$ cat config.mk
export PLATFORM = sky130hd
export DESIGN_NAME = lane_align_rx
export DESIGN_NICKNAME = d
export VERILOG_FILES = /design/src/rtl/la_pkg.sv /design/src/rtl/la_sync_mon.sv /design/src/rtl/la_pos_cnt.sv /design/src/rtl/la_cfg_store.sv /design/src/rtl/lane_align_rx.sv
export SDC_FILE = /design/constraint.sdc
export NUM_CORES = 1
export LEC_CHECK = 0
export CAP_MARGIN = 10
export CORE_UTILIZATION = 51
export CTS_CLUSTER_DIAMETER = 30
export CTS_CLUSTER_SIZE = 14
export DETAILED_ROUTE_END_ITERATION = 6
export GPL_ROUTABILITY_DRIVEN = 0
export GPL_TIMING_DRIVEN = 0
export PLACE_DENSITY_LB_ADDON = 0.25
export SYNTH_ARGS = -nofsm -noshare
export SYNTH_HDL_FRONTEND = slang
export SYNTH_HIERARCHICAL = 1
export SYNTH_SLANG_ARGS = --single-unit
$ cat constraint.sdc
create_clock -name clk -period 3.71 [get_ports clk]
set_input_delay 0.371 -clock clk [delete_from_list [all_inputs] [get_ports clk]]
set_output_delay 0.371 -clock clk [all_outputs]
set_load 0.03 [all_outputs]
$ cat src/rtl/la_pkg.sv
package la_pkg;

    typedef enum logic [1:0] {
        ST_HUNT,
        ST_CGS,
        ST_ILA,
        ST_DATA
    } la_state_t;

    localparam int CFG_OCTETS = 10;
    localparam int CFG_BITS   = 8 * CFG_OCTETS;

    // bits that carry a field, octet 9 on the left
    localparam logic [CFG_BITS-1:0] CFG_MASK = {
        8'hFF, 8'hFF, 8'hDF, 8'hFF, 8'h1F,
        8'hFF, 8'h9F, 8'h7F, 8'hFF, 8'hFF
    };

    function automatic logic [CFG_BITS-1:0] pack_cfg(
        input int did, input int adjcnt, input int bid,
        input int adjdir, input int phadj, input int lid,
        input int scr, input int lanes, input int fo, input int kf,
        input int conv, input int cs, input int nres, input int ntot,
        input int subc, input int ver, input int spf);
        logic [CFG_BITS-1:0] r;
        r[7:0]   = 8'(did);
        r[15:8]  = {4'(adjcnt), 4'(bid)};
        r[23:16] = {1'b0, 1'(adjdir), 1'(phadj), 5'(lid)};
        r[31:24] = {1'(scr), 2'b00, 5'(lanes - 1)};
        r[39:32] = 8'(fo - 1);
        r[47:40] = {3'b000, 5'(kf - 1)};
        r[55:48] = 8'(conv - 1);
        r[63:56] = {2'(cs), 1'b0, 5'(nres - 1)};
        r[71:64] = {3'(subc), 5'(ntot - 1)};
        r[79:72] = {3'(ver), 5'(spf - 1)};
        return r;
    endfunction

endpackage

$ cat src/rtl/la_sync_mon.sv
module la_sync_mon #(
    parameter int          SYNC_RUN  = 4,
    parameter int          BAD_RUN   = 4,
    parameter logic [7:0]  SYNC_CHAR = 8'hBC
) (
    input  logic       clk,
    input  logic       rst_n,
    input  logic [7:0] octet,
    input  logic       is_ctrl,
    input  logic       bad,
    output logic       is_sync,
    output logic       sync_hit,
    output logic       bad_hit
);
    localparam int SW = $clog2(SYNC_RUN + 1);
    localparam int BW = $clog2(BAD_RUN + 1);

    logic [SW-1:0] sync_cnt;
    logic [BW-1:0] bad_cnt;

    assign is_sync  = is_ctrl && (octet == SYNC_CHAR);
    assign sync_hit = is_sync && (int'(sync_cnt) >= SYNC_RUN - 1);
    assign bad_hit  = bad && (int'(bad_cnt) >= BAD_RUN - 1);

    always_ff @(posedge clk) begin
        if (!rst_n) begin
            sync_cnt <= '0;
            bad_cnt  <= '0;
        end else begin
            if (!is_sync)
                sync_cnt <= '0;
            else if (int'(sync_cnt) < SYNC_RUN)
                sync_cnt <= sync_cnt + SW'(1);

            if (!bad)
                bad_cnt <= '0;
            else if (int'(bad_cnt) < BAD_RUN)
                bad_cnt <= bad_cnt + BW'(1);
        end
    end
endmodule

$ cat src/rtl/la_pos_cnt.sv
module la_pos_cnt #(
    parameter int MF_LEN = 16,
    localparam int POS_W = $clog2(MF_LEN)
) (
    input  logic             clk,
    input  logic             rst_n,
    input  logic             start,
    input  logic             step,
    output logic [POS_W-1:0] pos,
    output logic [1:0]       mf
);
    always_ff @(posedge clk) begin
        if (!rst_n) begin
            pos <= '0;
            mf  <= '0;
        end else if (start) begin
            pos <= POS_W'(1);
            mf  <= '0;
        end else if (step) begin
            if (pos == POS_W'(MF_LEN - 1)) begin
                pos <= '0;
                mf  <= mf + 2'd1;
            end else begin
                pos <= pos + POS_W'(1);
            end
        end
    end
endmodule

$ cat src/rtl/la_cfg_store.sv
module la_cfg_store
    import la_pkg::*;
#(
    parameter logic [CFG_BITS-1:0] CFG_EXP = '0,
    localparam int IDX_W = $clog2(CFG_OCTETS)
) (
    input  logic                clk,
    input  logic                rst_n,
    input  logic                clear,
    input  logic                cap_en,
    input  logic [IDX_W-1:0]    cap_idx,
    input  logic [7:0]          octet,
    output logic [CFG_BITS-1:0] cfg_octets,
    output logic                cfg_match
);
    logic                  done_q;
    logic [CFG_OCTETS-1:0] hit;

    for (genvar i = 0; i < CFG_OCTETS; i++) begin : g_oct
        logic [7:0] oct_q;
        always_ff @(posedge clk) begin
            if (!rst_n)
                oct_q <= '0;
            else if (cap_en && cap_idx == IDX_W'(i))
                oct_q <= octet;
        end
        assign cfg_octets[8*i +: 8] = oct_q;
        assign hit[i] = ((oct_q ^ CFG_EXP[8*i +: 8]) & CFG_MASK[8*i +: 8]) == 8'h00;
    end

    always_ff @(posedge clk) begin
        if (!rst_n || clear)
            done_q <= 1'b0;
        else if (cap_en && cap_idx == IDX_W'(CFG_OCTETS - 1))
            done_q <= 1'b1;
    end

    assign cfg_match = done_q && (&hit);
endmodule

$ cat src/rtl/lane_align_rx.sv
module lane_align_rx
    import la_pkg::*;
#(
    parameter int         FRAME_OCTETS = 2,
    parameter int         MF_FRAMES    = 8,
    parameter int         SYNC_RUN     = 4,
    parameter int         BAD_RUN      = 4,
    parameter logic [7:0] SYNC_CHAR    = 8'hBC,
    parameter logic [7:0] START_CHAR   = 8'h1C,
    parameter logic [7:0] END_CHAR     = 8'h7C,
    parameter logic [7:0] CFG_CHAR     = 8'h9C,
    parameter int         EXP_DID      = 8'h5A,
    parameter int         EXP_ADJCNT   = 0,
    parameter int         EXP_BID      = 3,
    parameter int         EXP_ADJDIR   = 0,
    parameter int         EXP_PHADJ    = 0,
    parameter int         EXP_LID      = 2,
    parameter int         EXP_SCR      = 0,
    parameter int         EXP_LANES    = 2,
    parameter int         EXP_CONV     = 4,
    parameter int         EXP_CS       = 2,
    parameter int         EXP_NRES     = 14,
    parameter int         EXP_NTOT     = 16,
    parameter int         EXP_SUBCLASS = 1,
    parameter int         EXP_VERSION  = 1,
    parameter int         EXP_SPF      = 1
) (
    input  logic          clk,
    input  logic          rst_n,
    input  logic          sync_request,
    input  logic [7:0]    rx_octet,
    input  logic          rx_is_ctrl,
    input  logic          rx_bad,
    output logic          not_synced,
    output logic          seq_error,
    output logic          data_valid,
    output logic          data_start,
    output logic          cfg_match,
    output logic [79:0]   cfg_octets
);
    localparam int MF_LEN = FRAME_OCTETS * MF_FRAMES;
    localparam int POS_W  = $clog2(MF_LEN);
    localparam int IDX_W  = $clog2(CFG_OCTETS);
    localparam logic [CFG_BITS-1:0] CFG_EXP = pack_cfg(
        EXP_DID, EXP_ADJCNT, EXP_BID, EXP_ADJDIR, EXP_PHADJ, EXP_LID,
        EXP_SCR, EXP_LANES, FRAME_OCTETS, MF_FRAMES, EXP_CONV, EXP_CS,
        EXP_NRES, EXP_NTOT, EXP_SUBCLASS, EXP_VERSION, EXP_SPF);

    la_state_t         st_q, st_d;
    logic              is_sync, sync_hit, bad_hit;
    logic              is_start, is_end, is_cfg;
    logic              err, restart, start_ila, step, cap_en;
    logic [POS_W-1:0]  pos;
    logic [1:0]        mf;
    logic [IDX_W-1:0]  cap_idx;
    logic              err_q, begun_q;

    assign is_start = rx_is_ctrl && (rx_octet == START_CHAR);
    assign is_end   = rx_is_ctrl && (rx_octet == END_CHAR);
    assign is_cfg   = rx_is_ctrl && (rx_octet == CFG_CHAR);
    assign cap_idx  = IDX_W'(pos - POS_W'(2));

    la_sync_mon #(
        .SYNC_RUN  (SYNC_RUN),
        .BAD_RUN   (BAD_RUN),
        .SYNC_CHAR (SYNC_CHAR)
    ) u_sync (
        .clk      (clk),
        .rst_n    (rst_n),
        .octet    (rx_octet),
        .is_ctrl  (rx_is_ctrl),
        .bad      (rx_bad),
        .is_sync  (is_sync),
        .sync_hit (sync_hit),
        .bad_hit  (bad_hit)
    );

    la_pos_cnt #(
        .MF_LEN (MF_LEN)
    ) u_pos (
        .clk   (clk),
        .rst_n (rst_n),
        .start (start_ila),
        .step  (step),
        .pos   (pos),
        .mf    (mf)
    );

    la_cfg_store #(
        .CFG_EXP (CFG_EXP)
    ) u_cfg (
        .clk        (clk),
        .rst_n      (rst_n),
        .clear      (restart),
        .cap_en     (cap_en),
        .cap_idx    (cap_idx),
        .octet      (rx_octet),
        .cfg_octets (cfg_octets),
        .cfg_match  (cfg_match)
    );

    // next state and sequence checks
    always_comb begin
        st_d      = st_q;
        err       = 1'b0;
        start_ila = 1'b0;
        step      = 1'b0;
        cap_en    = 1'b0;
        if (sync_request || bad_hit) begin
            st_d = ST_HUNT;
        end else begin
            unique case (st_q)
                ST_HUNT: begin
                    if (sync_hit)
                        st_d = ST_CGS;
                end
                ST_CGS: begin
                    if (is_start) begin
                        st_d      = ST_ILA;
                        start_ila = 1'b1;
                    end else if (!is_sync) begin
                        err = 1'b1;
                    end
                end
                ST_ILA: begin
                    step = 1'b1;
                    if (pos == POS_W'(MF_LEN - 1)) begin
                        if (!is_end)
                            err = 1'b1;
                        else if (mf == 2'd3)
                            st_d = ST_DATA;
                    end else if (pos == '0) begin
                        if (!is_start)
                            err = 1'b1;
                    end else if (mf == 2'd1 && pos == POS_W'(1)) begin
                        if (!is_cfg)
                            err = 1'b1;
                    end else begin
                        if (rx_is_ctrl)
                            err = 1'b1;
                        else if (mf == 2'd1 && pos < POS_W'(CFG_OCTETS + 2))
                            cap_en = 1'b1;
                    end
                end
                ST_DATA: begin
                    st_d = ST_DATA;
                end
            endcase
            if (err)
                st_d = ST_HUNT;
        end
    end

    assign restart = (st_d == ST_HUNT) && (st_q != ST_HUNT || sync_request || bad_hit);

    // state register
    always_ff @(posedge clk) begin
        if (!rst_n) begin
            st_q    <= ST_HUNT;
            err_q   <= 1'b0;
            begun_q <= 1'b0;
        end else begin
            st_q    <= st_d;
            err_q   <= err;
            begun_q <= (st_q == ST_DATA);
        end
    end

    // outputs
    always_comb begin
        not_synced = (st_q == ST_HUNT);
        data_valid = (st_q == ST_DATA);
        data_start = (st_q == ST_DATA) && !begun_q;
        seq_error  = err_q;
    end
endmodule

---- Yosys cells after proc, flatten, opt, wreduce, memory -nomap -nowiden ----
Cells that the tools add are included.
word-level totals
  flip-flop bits (word level) ............. 97
  output and inout port bits .............. 85
  word-level logic and storage cells ...... 143
operators by class
  reductions and logical operators ........ 49
  bitwise logic cells ..................... 11
  $add $sub $neg .......................... 5
  magnitude comparators ................... 5
  mux-type cells .......................... 34
  equal/unequal tests ..................... 20
operator list
  operator                                                            count
  zero test 8 bit                                                     10
  2-to-1 mux 1 bit                                                    24
  logical AND 1 bit                                                   21
  equality test 4 x 3 -> 1 bit (second input constant)                4
  equality test 8 bit (second input constant)                         2
  2-to-1 mux 2 bit                                                    7
  equality test 4 bit (second input constant)                         3
  AND reduction 10 bit                                                1
  equality test 4 x 1 -> 1 bit (second input constant)                2
  equality test 4 x 2 -> 1 bit (second input constant)                2
  equality test 8 x 5 -> 1 bit (second input constant)                1
  equality test 8 x 7 -> 1 bit (second input constant)                1
  zero test 4 bit                                                     2
  NOT 4 bit                                                           2
  one-hot mux 2 bit (4 select lines)                                  1
  adder 3 x 1 -> 3 bit (second input constant)                        2
  equality test 2 bit (second input constant)                         3
  greater-or-equal comparator 3 x 2 -> 1 bit (second input constant)  2
  less-than comparator 3 bit (second input constant)                  2
  AND reduction 2 bit                                                 3
  NOT 1 bit                                                           5
  NOT 5 bit                                                           1
  adder 4 x 1 -> 4 bit (second input constant)                        1
  equality test 2 x 1 -> 1 bit (second input constant)                2
  other kinds (12)                                                    20

---- Logic depth before layout (Yosys ltp) ----
Gate-level depths: netlist of run 1.
  depth after elaboration ................. 13
  depth in mapped cells ................... 12
  depth with buffers taken out ............ 10

---- Hierarchy ----
Netlist of run 1, hierarchy kept.
by module, submodules not included
  module         cells an instance  area an instance (um2)  instances  seq. area each (um2)
  la_cfg_store   332                3,349.5                 1          1,621.6
  lane_align_rx  65                 518.0                   1          80.1
  la_sync_mon    33                 336.6                   1          120.1
  la_pos_cnt     30                 269.0                   1          120.1

---- Least setup slack after synthesis of run 1 ----
No wires, ideal clock.
  path kind ............................... register -> register
  start point ............................. reg u_sync.bad_cnt[0]
  end point ............................... reg u_cfg.g_oct[2].oct_q[0]
  arrival time ............................ 2.644 ns
  setup slack ............................. 0.950 ns
  clock period less this slack ............ 2.760 ns
  data required time ...................... 3.594 ns
  cell stages (with the launch flop) ...... 13
  cells stage by stage .................... dfxtp_1 ha_1 ha_1 a211oi_1 nor2b_1 nor3_1 and3_1 nor3b_1 buf_2 nand3b_1 buf_2 mux2i_1 nor2b_1
between the ends
  word-level cells in the longest chain between the ends .. 5
ends and longest elaborated chain
  item                                        line                  text
  start, declared                             la_sync_mon.sv:19     logic [BW-1:0] bad_cnt;
  start signal, assigned                      la_sync_mon.sv:38     bad_cnt <= bad_cnt + BW'(1);
  greater-or-equal comparator 3 x 2 -> 1 bit  la_sync_mon.sv:23     assign bad_hit = bad && (int'(bad_cnt) >= BAD_RUN - 1);
  logical AND 1 bit                           la_sync_mon.sv:23
  via bad_hit                                 lane_align_rx.sv:50   logic is_sync, sync_hit, bad_hit;
  logical OR 1 bit                            lane_align_rx.sv:109  if (sync_request || bad_hit) begin
  2-to-1 mux 1 bit                            lane_align_rx.sv:109
  via cap_en                                  lane_align_rx.sv:52   logic err, restart, start_ila, step, cap_en;
  logical AND 1 bit                           la_cfg_store.sv:24    else if (cap_en && cap_idx == IDX_W'(i))
  end signal, assigned                        la_cfg_store.sv:25    oct_q <= octet;
  end, declared                               la_cfg_store.sv:20    logic [7:0] oct_q;
The timed path passes the listed nets, and every way through them passes these cells.
A chain may end at the register's enable or synchronous reset.

---- Worst setup path in the final report of run 1 ----
  start point ............................. reg u_sync.bad_cnt[0]
  end point ............................... reg u_cfg.g_oct[2].oct_q[2]
The elaborated chain is that of the path after synthesis.

==> results of run 1 <==
==> per-stage QoR <==
| step | hold slack [ns] | total power, uW | cells | utilization, % | instance area [um^2] |
|---|---|---|---|---|---|
| after floorplan | 0.4729 | 1109 | 460 | - | 4473 |
| after global placement | 0.4718 | 1146 | 662 | 66.85 | 5575 |
| after detailed placement | 0.4750 | 1148 | 662 | 66.85 | 5575 |
| after CTS | 0.4886 | 1842 | 678 | 69.29 | 5779 |
| after global routing | 0.5108 | 1885 | 678 | 69.29 | 5779 |
| final | 0.4843 | 1832 | 678 | 69.29 | 5779 |
==> synth_stat cells (all sizes together), types with 3 or more instances <==
| library cell | number | share of area, % |
|---|---|---|
| and3 | 5 | 0.87 |
| or3 | 3 | 0.53 |
| a21boi | 21 | 3.5 |
| nand3 | 8 | 0.90 |
| nor4b | 10 | 2.0 |
| clkbuf | 18 | 1.5 |
| nor2b | 65 | 9.1 |
| nand2b | 4 | 0.56 |
| dfxtp | 97 | 43 |
| ha | 11 | 3.1 |
| o21ai | 16 | 1.8 |
| nor3 | 11 | 1.2 |
| nor3b | 4 | 0.67 |
| buf | 9 | 0.98 |
| xor2 | 4 | 0.78 |
| mux2i | 63 | 14 |
| a21oi | 6 | 0.67 |
| nor4 | 7 | 1.3 |
| nand4 | 6 | 0.98 |
| a211oi | 4 | 0.67 |
| nor4bb | 3 | 0.67 |
| and4 | 3 | 0.64 |
| nand2 | 31 | 2.6 |
| inv | 13 | 1.1 |
| nand4b | 4 | 0.92 |
| nor2 | 12 | 1.1 |
==> worst paths after layout <==
check | endpoint | slack (ns) | depth (start not counted)
max reg2reg | u_cfg/g_oct[2].oct_q[2] | 0.28 | 12
min reg2reg | u_cfg/g_oct[0].oct_q[5] | 0.48 | 2
max | u_cfg/g_oct[2].oct_q[2] | 0.28 | 12
min | u_cfg/g_oct[0].oct_q[5] | 0.48 | 2
==> cells by family after synthesis <==
kind of cell	synth area share, %
fa+ha+maj	3.077
compound gates	8.336
mux	14.10
flops	43.41
xor+xnor	0.9790
simple gates	26.52
buf+inv	3.580
==> worst reg2reg max path, stage by stage, from the launching register on <==
cell and delay [ns]:
dfxtp_1 0.34, ha_1 0.21, ha_1 0.18, a211oi_1 0.20
nor2b_1 0.11, nor3_1 0.68, and3_1 0.34, nor3b_1 0.37
buf_2 0.29, nand3b_1 0.12, buf_2 0.23, mux2i_1 0.19
nor2b_1 0.06
==> power by group <==
group | total, uW | leakage, uW | internal [uW] | switching, uW
logic | 82.4 | 0.00122 | 34.0 | 48.4
clock network | 707 | 0.0000962 | 334 | 373
registers | 1040 | 0.000781 | 1040 | 1.11
==> metal layers <==
| metal | part of all wire (%) | track usage, % | up-vias | routed length [um] |
|---|---|---|---|---|
| met1 | 45 | 34.48 | 1840 | 5212 |
| met2 | 48 | 44.29 | 128 | 5563 |
| li1 | - | - | 1844 | - |
| met4 | 0.97 | 8.209 | 0 | 113 |
| met3 | 6.2 | 4.306 | 10 | 719 |
| met5 | 0 | 0 | - | 0 |
==> registers in the layout (all words and copies together), names as in the netlist <==
signal / flops
u_cfg/g_oct.oct_q: 80
u_pos/pos: 4
u_sync/bad_cnt: 3
u_sync/sync_cnt: 3
st_q: 2
u_pos/mf: 2
begun_q: 1
seq_error: 1
u_cfg/done_q: 1
==> area by class of cell <==
type	instances	share of cell area [%]
Multi-Input combinational cell	323	41.03
Timing Repair Buffer	97	16.80
Buffer	27	1.927
Clock inverter	5	1.082
Tap cell	105	2.273
Clock buffer	11	2.446
Inverter	13	0.8443
Sequential cell	97	33.60
==> results.toml, run 1 <==
[cells_and_area]
fillCellCount = 674
final_nets = 592
ff_latch_area_um2 = 1942
multi_input_area_um2 = 2371
drive_gt1_share_pct = 6.283
diodes = 0
final_cell_mix = "dfxtp_1, clkdlybuf4s50_1, nor2b_1, mux2i_1, nand2_1"
areaGrowthSynthToFinish_pct = 29.20

[clock_tree]
cts_buffer_depth = 2
cts_resized = 0
cts_buffers = 9
cts.sinks = 97
path_clk_slew_ns = 0.09
htreeDepth = 3
cts-hold-fix-buffers = 0
postCtsSetupRepairBufs = 0
cts_tree = "yes"
clk_latency_ns = 0.36
root_buffer = "clkbuf_8"

[die]
ioPinCount = 98
die_area_um2 = 9149
die_y_um = 95.65
die_w_um = 95.65
start_util_pct = 53.63
core_um2 = 8341
row_count = 33

[run_status]
status = "completed"

[routing]
avgRoutedWirePerCell_um = 17.12
ant_nets = 0
vias_per_cell = 5.637
drtPass1Iterations = 7
drt_iter0_markers = 314
via_count = 3822
drc_errors = 0
drt_wl_total_um = 11610

[placement]
dp_slack_ns = 0.3521
numPortBuffers = 97
dp_hpwl_um = 8315

[worst_setup_path]
cp-start-kind = "flip-flop"
critPathMaxFanout = 10
path_cells = "ha_1 -> ha_1 -> a211oi_1 -> nor2b_1 -> nor3_1 -> and3_1 -> nor3b_1 -> buf_2 -> nand3b_1 -> buf_2 -> mux2i_1 -> nor2b_1"
crit_type = "flip-flop to flip-flop"
cp_data_arrival_time_ns = 3.68
crit_buf_inv = 2
cp.required_ns = 3.97
slowest_stage = "nor3_1"
r2r_start = "u_sync/bad_cnt[0]"
critPathTopFamily = "simple AND/OR/NAND/NOR gates"
end_kind = "flip-flop"
slowest_delay_ns = 0.68
cp-startpoint = "u_sync/bad_cnt[0]"

[global_routing]
grt_pass1_vias = 3549
grt_max_degree = 17
grt_overflow_total = 0
grt_pass1_wl_um = 18050
grtUsageTotal_pct = 26.34
grt_antenna_before_repair = 0

[timing]
fin_skew_ns = 0.01012
setup-tns-final_ns = 0
max_freq_ghz = 0.2919
fin_ws_ns = 0.2838
slew_violations = 0
worst-slew-pin-transition_ns = 0.8235
fin_crit_sh_pct = 92.35
setup_viol = 0
finalCriticalPeriod_ns = 3.426
hold_viol = 0
max_slew_margin_pct = 44.67
rsz0062_at_grt = "no"

[yosys]
syn_area_per_cell_um2 = 9.724
postSynth.asyncResetShare_pct = 0
synth_edf_count = 0
synth_cell_types = 52
synthCells = 460
seq_area_frac_synth_pct = 43.41
synth_warnings = 6
syn_nets = 484
postSynth.topFlopCell = "dfxtp_1"
ys_ff_latch = 97
synth_area_um2 = 4473

[hold_path]
hold_path_startpoint = "u_cfg/g_oct[0].oct_q[5]"
hold_path_class = "flip-flop to flip-flop"

[power_and_ir_drop]
vdd_drop_max_mv = 0.2267
powerDensity_nw_per_um2 = 317.0
p_leak_uw = 0.002095

[job]
max_cap_viol_count = 0
Note: power is estimated with default switching activity, not from simulation.
==> run 2: changes to the inputs <==
--- a/config.mk
+++ b/config.mk
@@ -5,8 +5,9 @@
 export SDC_FILE = /design/constraint.sdc
 export NUM_CORES = 1
 export LEC_CHECK = 0
+export ABC_AREA = 1
 export CAP_MARGIN = 10
-export CORE_UTILIZATION = 51
+export CORE_UTILIZATION = 50
 export CTS_CLUSTER_DIAMETER = 30
 export CTS_CLUSTER_SIZE = 14
 export DETAILED_ROUTE_END_ITERATION = 6
==> results.toml, run 2 <==
[routing]
met2_length_um = 5679
avgRoutedWirePerCell_um = 13.84
m1WireLength_um = 5038
ant_nets = 0
drtPass1Iterations = 5
highest-signal-layer = "met4"
vias_per_cell = 5.170
via_count = 4374
drt_iter0_markers = 317
wl_met3_um = 747
drc_errors = 0
drt_wl_total_um = 11710

[worst_setup_path]
r2r_slack_ns = 0.33
critPathMaxFanout = 10
cp-startpoint = "u_sync/bad_cnt[0]"
cp_data_arrival_time_ns = 3.64
slowest_stage = "nor3_2"
crit_type = "flip-flop to flip-flop"
cp-start-kind = "flip-flop"
cp.required_ns = 3.97
worstRegToRegCells = 13
path_cells = "ha_1 -> ha_1 -> nor2_1 -> a21boi_0 -> nor2_1 -> inv_2 -> nor2_1 -> o2111ai_1 -> nor3_2 -> nand4_1 -> buf_2 -> o21ai_0 -> a21oi_1"
cp_common_cell = "nor2_1"
crit_end = "u_cfg/g_oct[3].oct_q[5]"
timing.rr.end = "u_cfg/g_oct[3].oct_q[5]"
end_kind = "flip-flop"
r2r_start = "u_sync/bad_cnt[0]"
slowest_delay_ns = 0.49

[cells_and_area]
top_register = "u_cfg/g_oct.oct_q"
diodes = 0
areaGrowthSynthToFinish_pct = 30.28
finalNonFillerCells = 846
final_common_cell = "nor2_1"
fillCellCount = 721
final_nets = 760
drive_gt1_share_pct = 6.613
largest_reg_flops = 80
final_cell_mix = "nor2_1, dfxtp_1, clkdlybuf4s50_1, o21ai_0, inv_1"
reg_top3 = "u_cfg/g_oct.oct_q (80), u_pos/pos (4)"

[die]
start_util_pct = 52.60
core_um2 = 8382
ioPinCount = 98
die_y_um = 95.91
die_area_um2 = 9198
die_w_um = 95.91
row_count = 33

[clock_tree]
cts.sinks = 97
clk_latency_ns = 0.36
postCtsSetupRepairBufs = 0
cts_buffers = 9
cts_buffer_depth = 2
path_clk_slew_ns = 0.09
cts_tree = "yes"
htreeDepth = 3
root_buffer = "clkbuf_8"

[yosys]
synthTopCellsByArea = "dfxtp_1, nor2_1, o21ai_0"
synth_top_cells_by_count = "nor2_1, dfxtp_1, o21ai_0, inv_1, nand2_1"
synth_cell_types = 32
synth_largest_area_cell = "dfxtp_1"
yosysMostFrequentCell = "nor2_1"
postSynth.asyncResetShare_pct = 0
syn_area_per_cell_um2 = 7.021
seq_area_frac_synth_pct = 44.04
synth_warnings = 6
synth_edf_count = 0
postSynth.topFlopCell = "dfxtp_1"
synth_area_um2 = 4409
syn_nets = 652
synthCells = 628
ys_ff_latch = 97
synth_top_area_share_pct = 44.04

[timing]
whs_ns = 0.4614
slew_violations = 0
fin_crit_sh_pct = 91.22
max_freq_ghz = 0.2955
fin_skew_ns = 0.01517
hold_viol = 0
finalCriticalPeriod_ns = 3.384
setup-tns-final_ns = 0
rsz0062_at_grt = "no"
worst-slew-pin-transition_ns = 0.7186
max_slew_margin_pct = 52.09
setup_viol = 0
fin_ws_ns = 0.3258

[global_routing]
grt_pass1_vias = 4049
grt_max_degree = 17
grt_antenna_before_repair = 0
grt_overflow_total = 0
grt_pass1_wl_um = 18780
grtUsageTotal_pct = 26.41

[placement]
dp.cells = 830
dp_hpwl_um = 8595
dp_slack_ns = 0.08544
numPortBuffers = 97

[run_status]
status = "completed"

[power_and_ir_drop]
p_sw_uw = 430.2
clockPowerShare_pct = 40.8
powerDensity_nw_per_um2 = 331.0
combPwrFrac_pct = 4.4
p_leak_uw = 0.002304
intPower_uw = 1471
switching_share_pct = 22.63
finalPower_uw = 1901
p_seq_share_pct = 54.8
vdd_drop_max_mv = 0.2390

[hold_path]
hold_path_class = "flip-flop to flip-flop"

[job]
max_cap_viol_count = 0
==> run 2: layout make-up <==
cell class / instances / area, um^2 / area share [%]
plain buffers: 21 / 90.09 / 1.568
clock buffers: 11 / 141.4 / 2.461
inverters: 84 / 315.3 / 5.489
clock inverters: 5 / 86.33 / 1.503
flip-flops and latches: 97 / 1942 / 33.81
multi-input cells: 426 / 2067 / 35.98
repair buffers: 97 / 970.9 / 16.90
well taps: 105 / 131.4 / 2.287
==> run 2: worst min-delay path by stage <==
| stage | startpoint | end | slack (ns) | depth (start not counted) |
|---|---|---|---|---|
| 6_report | u_cfg/g_oct[3].oct_q[6] | u_cfg/g_oct[3].oct_q[6] | 0.46 | 2 |
| 5_1_grt | u_cfg/g_oct[3].oct_q[3] | u_cfg/g_oct[3].oct_q[3] | 0.49 | 2 |
| 4_1_cts | u_cfg/g_oct[3].oct_q[5] | u_cfg/g_oct[3].oct_q[5] | 0.47 | 2 |
| 3_5_place_dp | u_cfg/g_oct[3].oct_q[5] | u_cfg/g_oct[3].oct_q[5] | 0.45 | 2 |
| 3_3_place_gp | u_cfg/g_oct[3].oct_q[5] | u_cfg/g_oct[3].oct_q[5] | 0.43 | 2 |
| 2_1_floorplan | u_sync/bad_cnt[1] | u_sync/bad_cnt[1] | 0.46 | 2 |
==> run 2: kinds of logic (layout without fill, tap and decap cells) <==
family | Yosys count | in the layout | synth area share, %
AOI/OAI and AO/OA | 133 | 133 | 15.64
and+or+nand+nor | 278 | 278 | 27.19
xor gates and xnor gates | 3 | 3 | 0.5960
buffers and inverters | 105 | 218 | 9.194
DFF | 97 | 97 | 44.04
adders and majority gates | 11 | 11 | 3.121
muxes | 1 | 1 | 0.2270
==> run 2: layer usage <==
layer,vias to the layer above,global-route usage [%]
li1,2191,-
met1,1990,32.97
met5,-,0
met2,166,45.54
met3,27,4.028
met4,0,10.57
==> run 2: critical path: cells and delay by family (launching register included) <==
kind | cells | cell delay, ns
adder cells (fa/ha/maj) | 2 | 0.39
buffers and inverters | 2 | 0.38
AO/OA/AOI/OAI | 4 | 0.53
flip-flops | 1 | 0.35
AND/OR/NAND/NOR | 5 | 1.64
==> run 2: repair_timing <==
| item | in CTS | in global routing |
|---|---|---|
| gates resized for setup | 0 | 1 |
| hold buffers | 0 | 0 |
| endpoints found under the setup margin | 0 | 81 |
==> run 2: metrics by stage <==
stage               util, %  area (um^2)
floorplan                 -         4409
global placement      65.76         5512
detailed placement    65.76         5512
CTS                   68.47         5739
global route          68.53         5744
finish                68.53         5744
==> run 2: power groups by stage <==
stage               clock, uW  combinational, uW  sequential (uW)
CTS                       784               81.8             1040
finish                    775               83.8             1040
global placement            0               79.3             1070
detailed placement          0               81.4             1070
floorplan                   0               43.2             1070
global route              827               92.0             1040
==> run 3: changes to the inputs <==
--- a/config.mk
+++ b/config.mk
@@ -7,6 +7,7 @@
 export LEC_CHECK = 0
 export ABC_AREA = 1
 export CAP_MARGIN = 10
+export CORE_MARGIN = 1.5
 export CORE_UTILIZATION = 50
 export CTS_CLUSTER_DIAMETER = 30
 export CTS_CLUSTER_SIZE = 14
==> results.toml, run 3 (synthesis gave the netlist of run 2 again) <==
[die]
row_count = 34
core_um2 = 8636
ioPinCount = 98
start_util_pct = 51.06
die_w_um = 96.91
die_area_um2 = 9391
die_y_um = 96.91

[timing]
worst-slew-pin-transition_ns = 0.7467
setup-tns-final_ns = 0
fin_skew_ns = 0.006983
finalCriticalPeriod_ns = 3.309
max_freq_ghz = 0.3022
fin_crit_sh_pct = 89.18
hold_viol = 0
setup_viol = 0
max_slew_margin_pct = 50.22
slew_violations = 0
rsz0062_at_grt = "no"

[cells_and_area]
top_register = "u_cfg/g_oct.oct_q"
final_nets = 760
final_common_cell = "nor2_1"
fillCellCount = 763
reg_top3 = "u_cfg/g_oct.oct_q (80), u_pos/pos (4)"
stdcell_area_um2 = 5698
drive_gt1_share_pct = 6.748
diodes = 0
final_cell_mix = "nor2_1, dfxtp_1, clkdlybuf4s50_1, o21ai_0, inv_1"
largest_reg_flops = 80
areaGrowthSynthToFinish_pct = 29.23
ff_latch_area_um2 = 1942
multi_input_area_um2 = 2067

[placement]
dpl_cell_area_um2 = 5515
dp_hpwl_um = 8736
numPortBuffers = 97

[worst_setup_path]
slowest_stage = "nor3_2"
cp_data_arrival_time_ns = 3.57
cp-start-kind = "flip-flop"
critPathTopFamily = "simple AND/OR/NAND/NOR gates"
cp_common_cell = "nor2_1"
worstRegToRegCells = 16
critPathMaxFanout = 9
slowest_delay_ns = 0.44
end_kind = "flip-flop"
crit_type = "flip-flop to flip-flop"
crit_buf_inv = 3
cp.required_ns = 3.97
path_cells = "ha_1 -> ha_1 -> nor2_1 -> a21boi_0 -> nor2_1 -> inv_2 -> nor2_1 -> o2111ai_1 -> nor3_2 -> inv_2 -> nor2_1 -> nand2_1 -> nor2_4 -> inv_1 -> nor2_1 -> nor2_1"
cp_num_cells = 16

[global_routing]
grt_antenna_before_repair = 0
grt_pass1_wl_um = 19090
grt_max_degree = 18
grt_pass1_vias = 4115
grtUsageTotal_pct = 25.09
grt_overflow_total = 0

[clock_tree]
cts_tree = "yes"
cts-hold-fix-buffers = 0
clk_latency_ns = 0.36
cts_buffer_depth = 2
root_buffer = "clkbuf_8"
path_clk_slew_ns = 0.09
cts_buffers = 9
cts.sinks = 97
htreeDepth = 3

[job]
max_cap_viol_count = 0

[routing]
drc_errors = 0
ant_nets = 0
drt_iter0_markers = 345
drt_wl_total_um = 11750
via_count = 4372
avgRoutedWirePerCell_um = 13.84
vias_per_cell = 5.150
drtPass1Iterations = 5

[hold_path]
worstHoldPathCells = 2
hold_path_class = "flip-flop to flip-flop"

[run_status]
status = "completed"

[power_and_ir_drop]
p_leak_uw = 0.002278
powerDensity_nw_per_um2 = 309.2
vdd_drop_max_mv = 0.1948
==> run 3: cell type report <==
class,count,share of cell area (%)
Multi-Input combinational cell,426,36.28
Sequential cell,97,34.08
Timing Repair Buffer,97,17.04
Inverter,84,5.534
Tap cell,108,2.372
Clock buffer,9,2.174
Buffer,21,1.581
Clock inverter,7,0.9442
==> run 3: tightest hold or removal path, delay by kind of cell, from the launching register on <==
family / cells / cell delay (ns)
buf+inv: 1 / 0.05
compound gates: 1 / 0.05
flops: 1 / 0.32
==> run 3: metrics by stage <==
stage | setup slack, ns | power, uW | hold WS (ns) | std cells | util (%)
6_report | 0.4014 | 1762 | 0.4558 | 849 | 65.98
5_1_grt | 0.07842 | 1821 | 0.4805 | 849 | 65.98
4_1_cts | 0.1369 | 1775 | 0.4580 | 849 | 65.92
3_5_place_dp | 0.1085 | 1149 | 0.4433 | 833 | 63.87
3_3_place_gp | 0.1902 | 1146 | 0.4381 | 833 | 63.87
2_1_floorplan | 0.8031 | 1110 | 0.4601 | 628 | -
==> run 3: worst paths after layout <==
kind	from	end	slack, ns
worst min-delay path	u_cfg/g_oct[3].oct_q[5]	u_cfg/g_oct[3].oct_q[5]	0.46
worst min register to register	u_cfg/g_oct[3].oct_q[5]	u_cfg/g_oct[3].oct_q[5]	0.46
worst max-delay path	u_sync/bad_cnt[0]	u_cfg/g_oct[8].oct_q[4]	0.40
worst max register to register	u_sync/bad_cnt[0]	u_cfg/g_oct[8].oct_q[4]	0.40
==> run 3: routing by layer <==
| metal | GRT usage, % | part of all wire (%) | vias to the layer above |
|---|---|---|---|
| met1 | 30.50 | 42 | 2002 |
| met2 | 42.55 | 49 | 146 |
| met4 | 11.48 | 3.4 | 0 |
| met5 | 0 | 0 | - |
| met3 | 5.202 | 5.8 | 32 |
| li1 | - | - | 2192 |
==> run 3: power by group <==
group / internal (uW) / switching, uW / total, uW
registers: 1040 / 1.10 / 1040
clock network: 251 / 384 / 635
logic: 26.2 / 58.0 / 84.2
==> run 3: repair_timing <==
action                                  4_1_cts  5_1_grt
resized for setup                             0        1
endpoints found under the setup margin        0       76
buffers inserted                              0        0
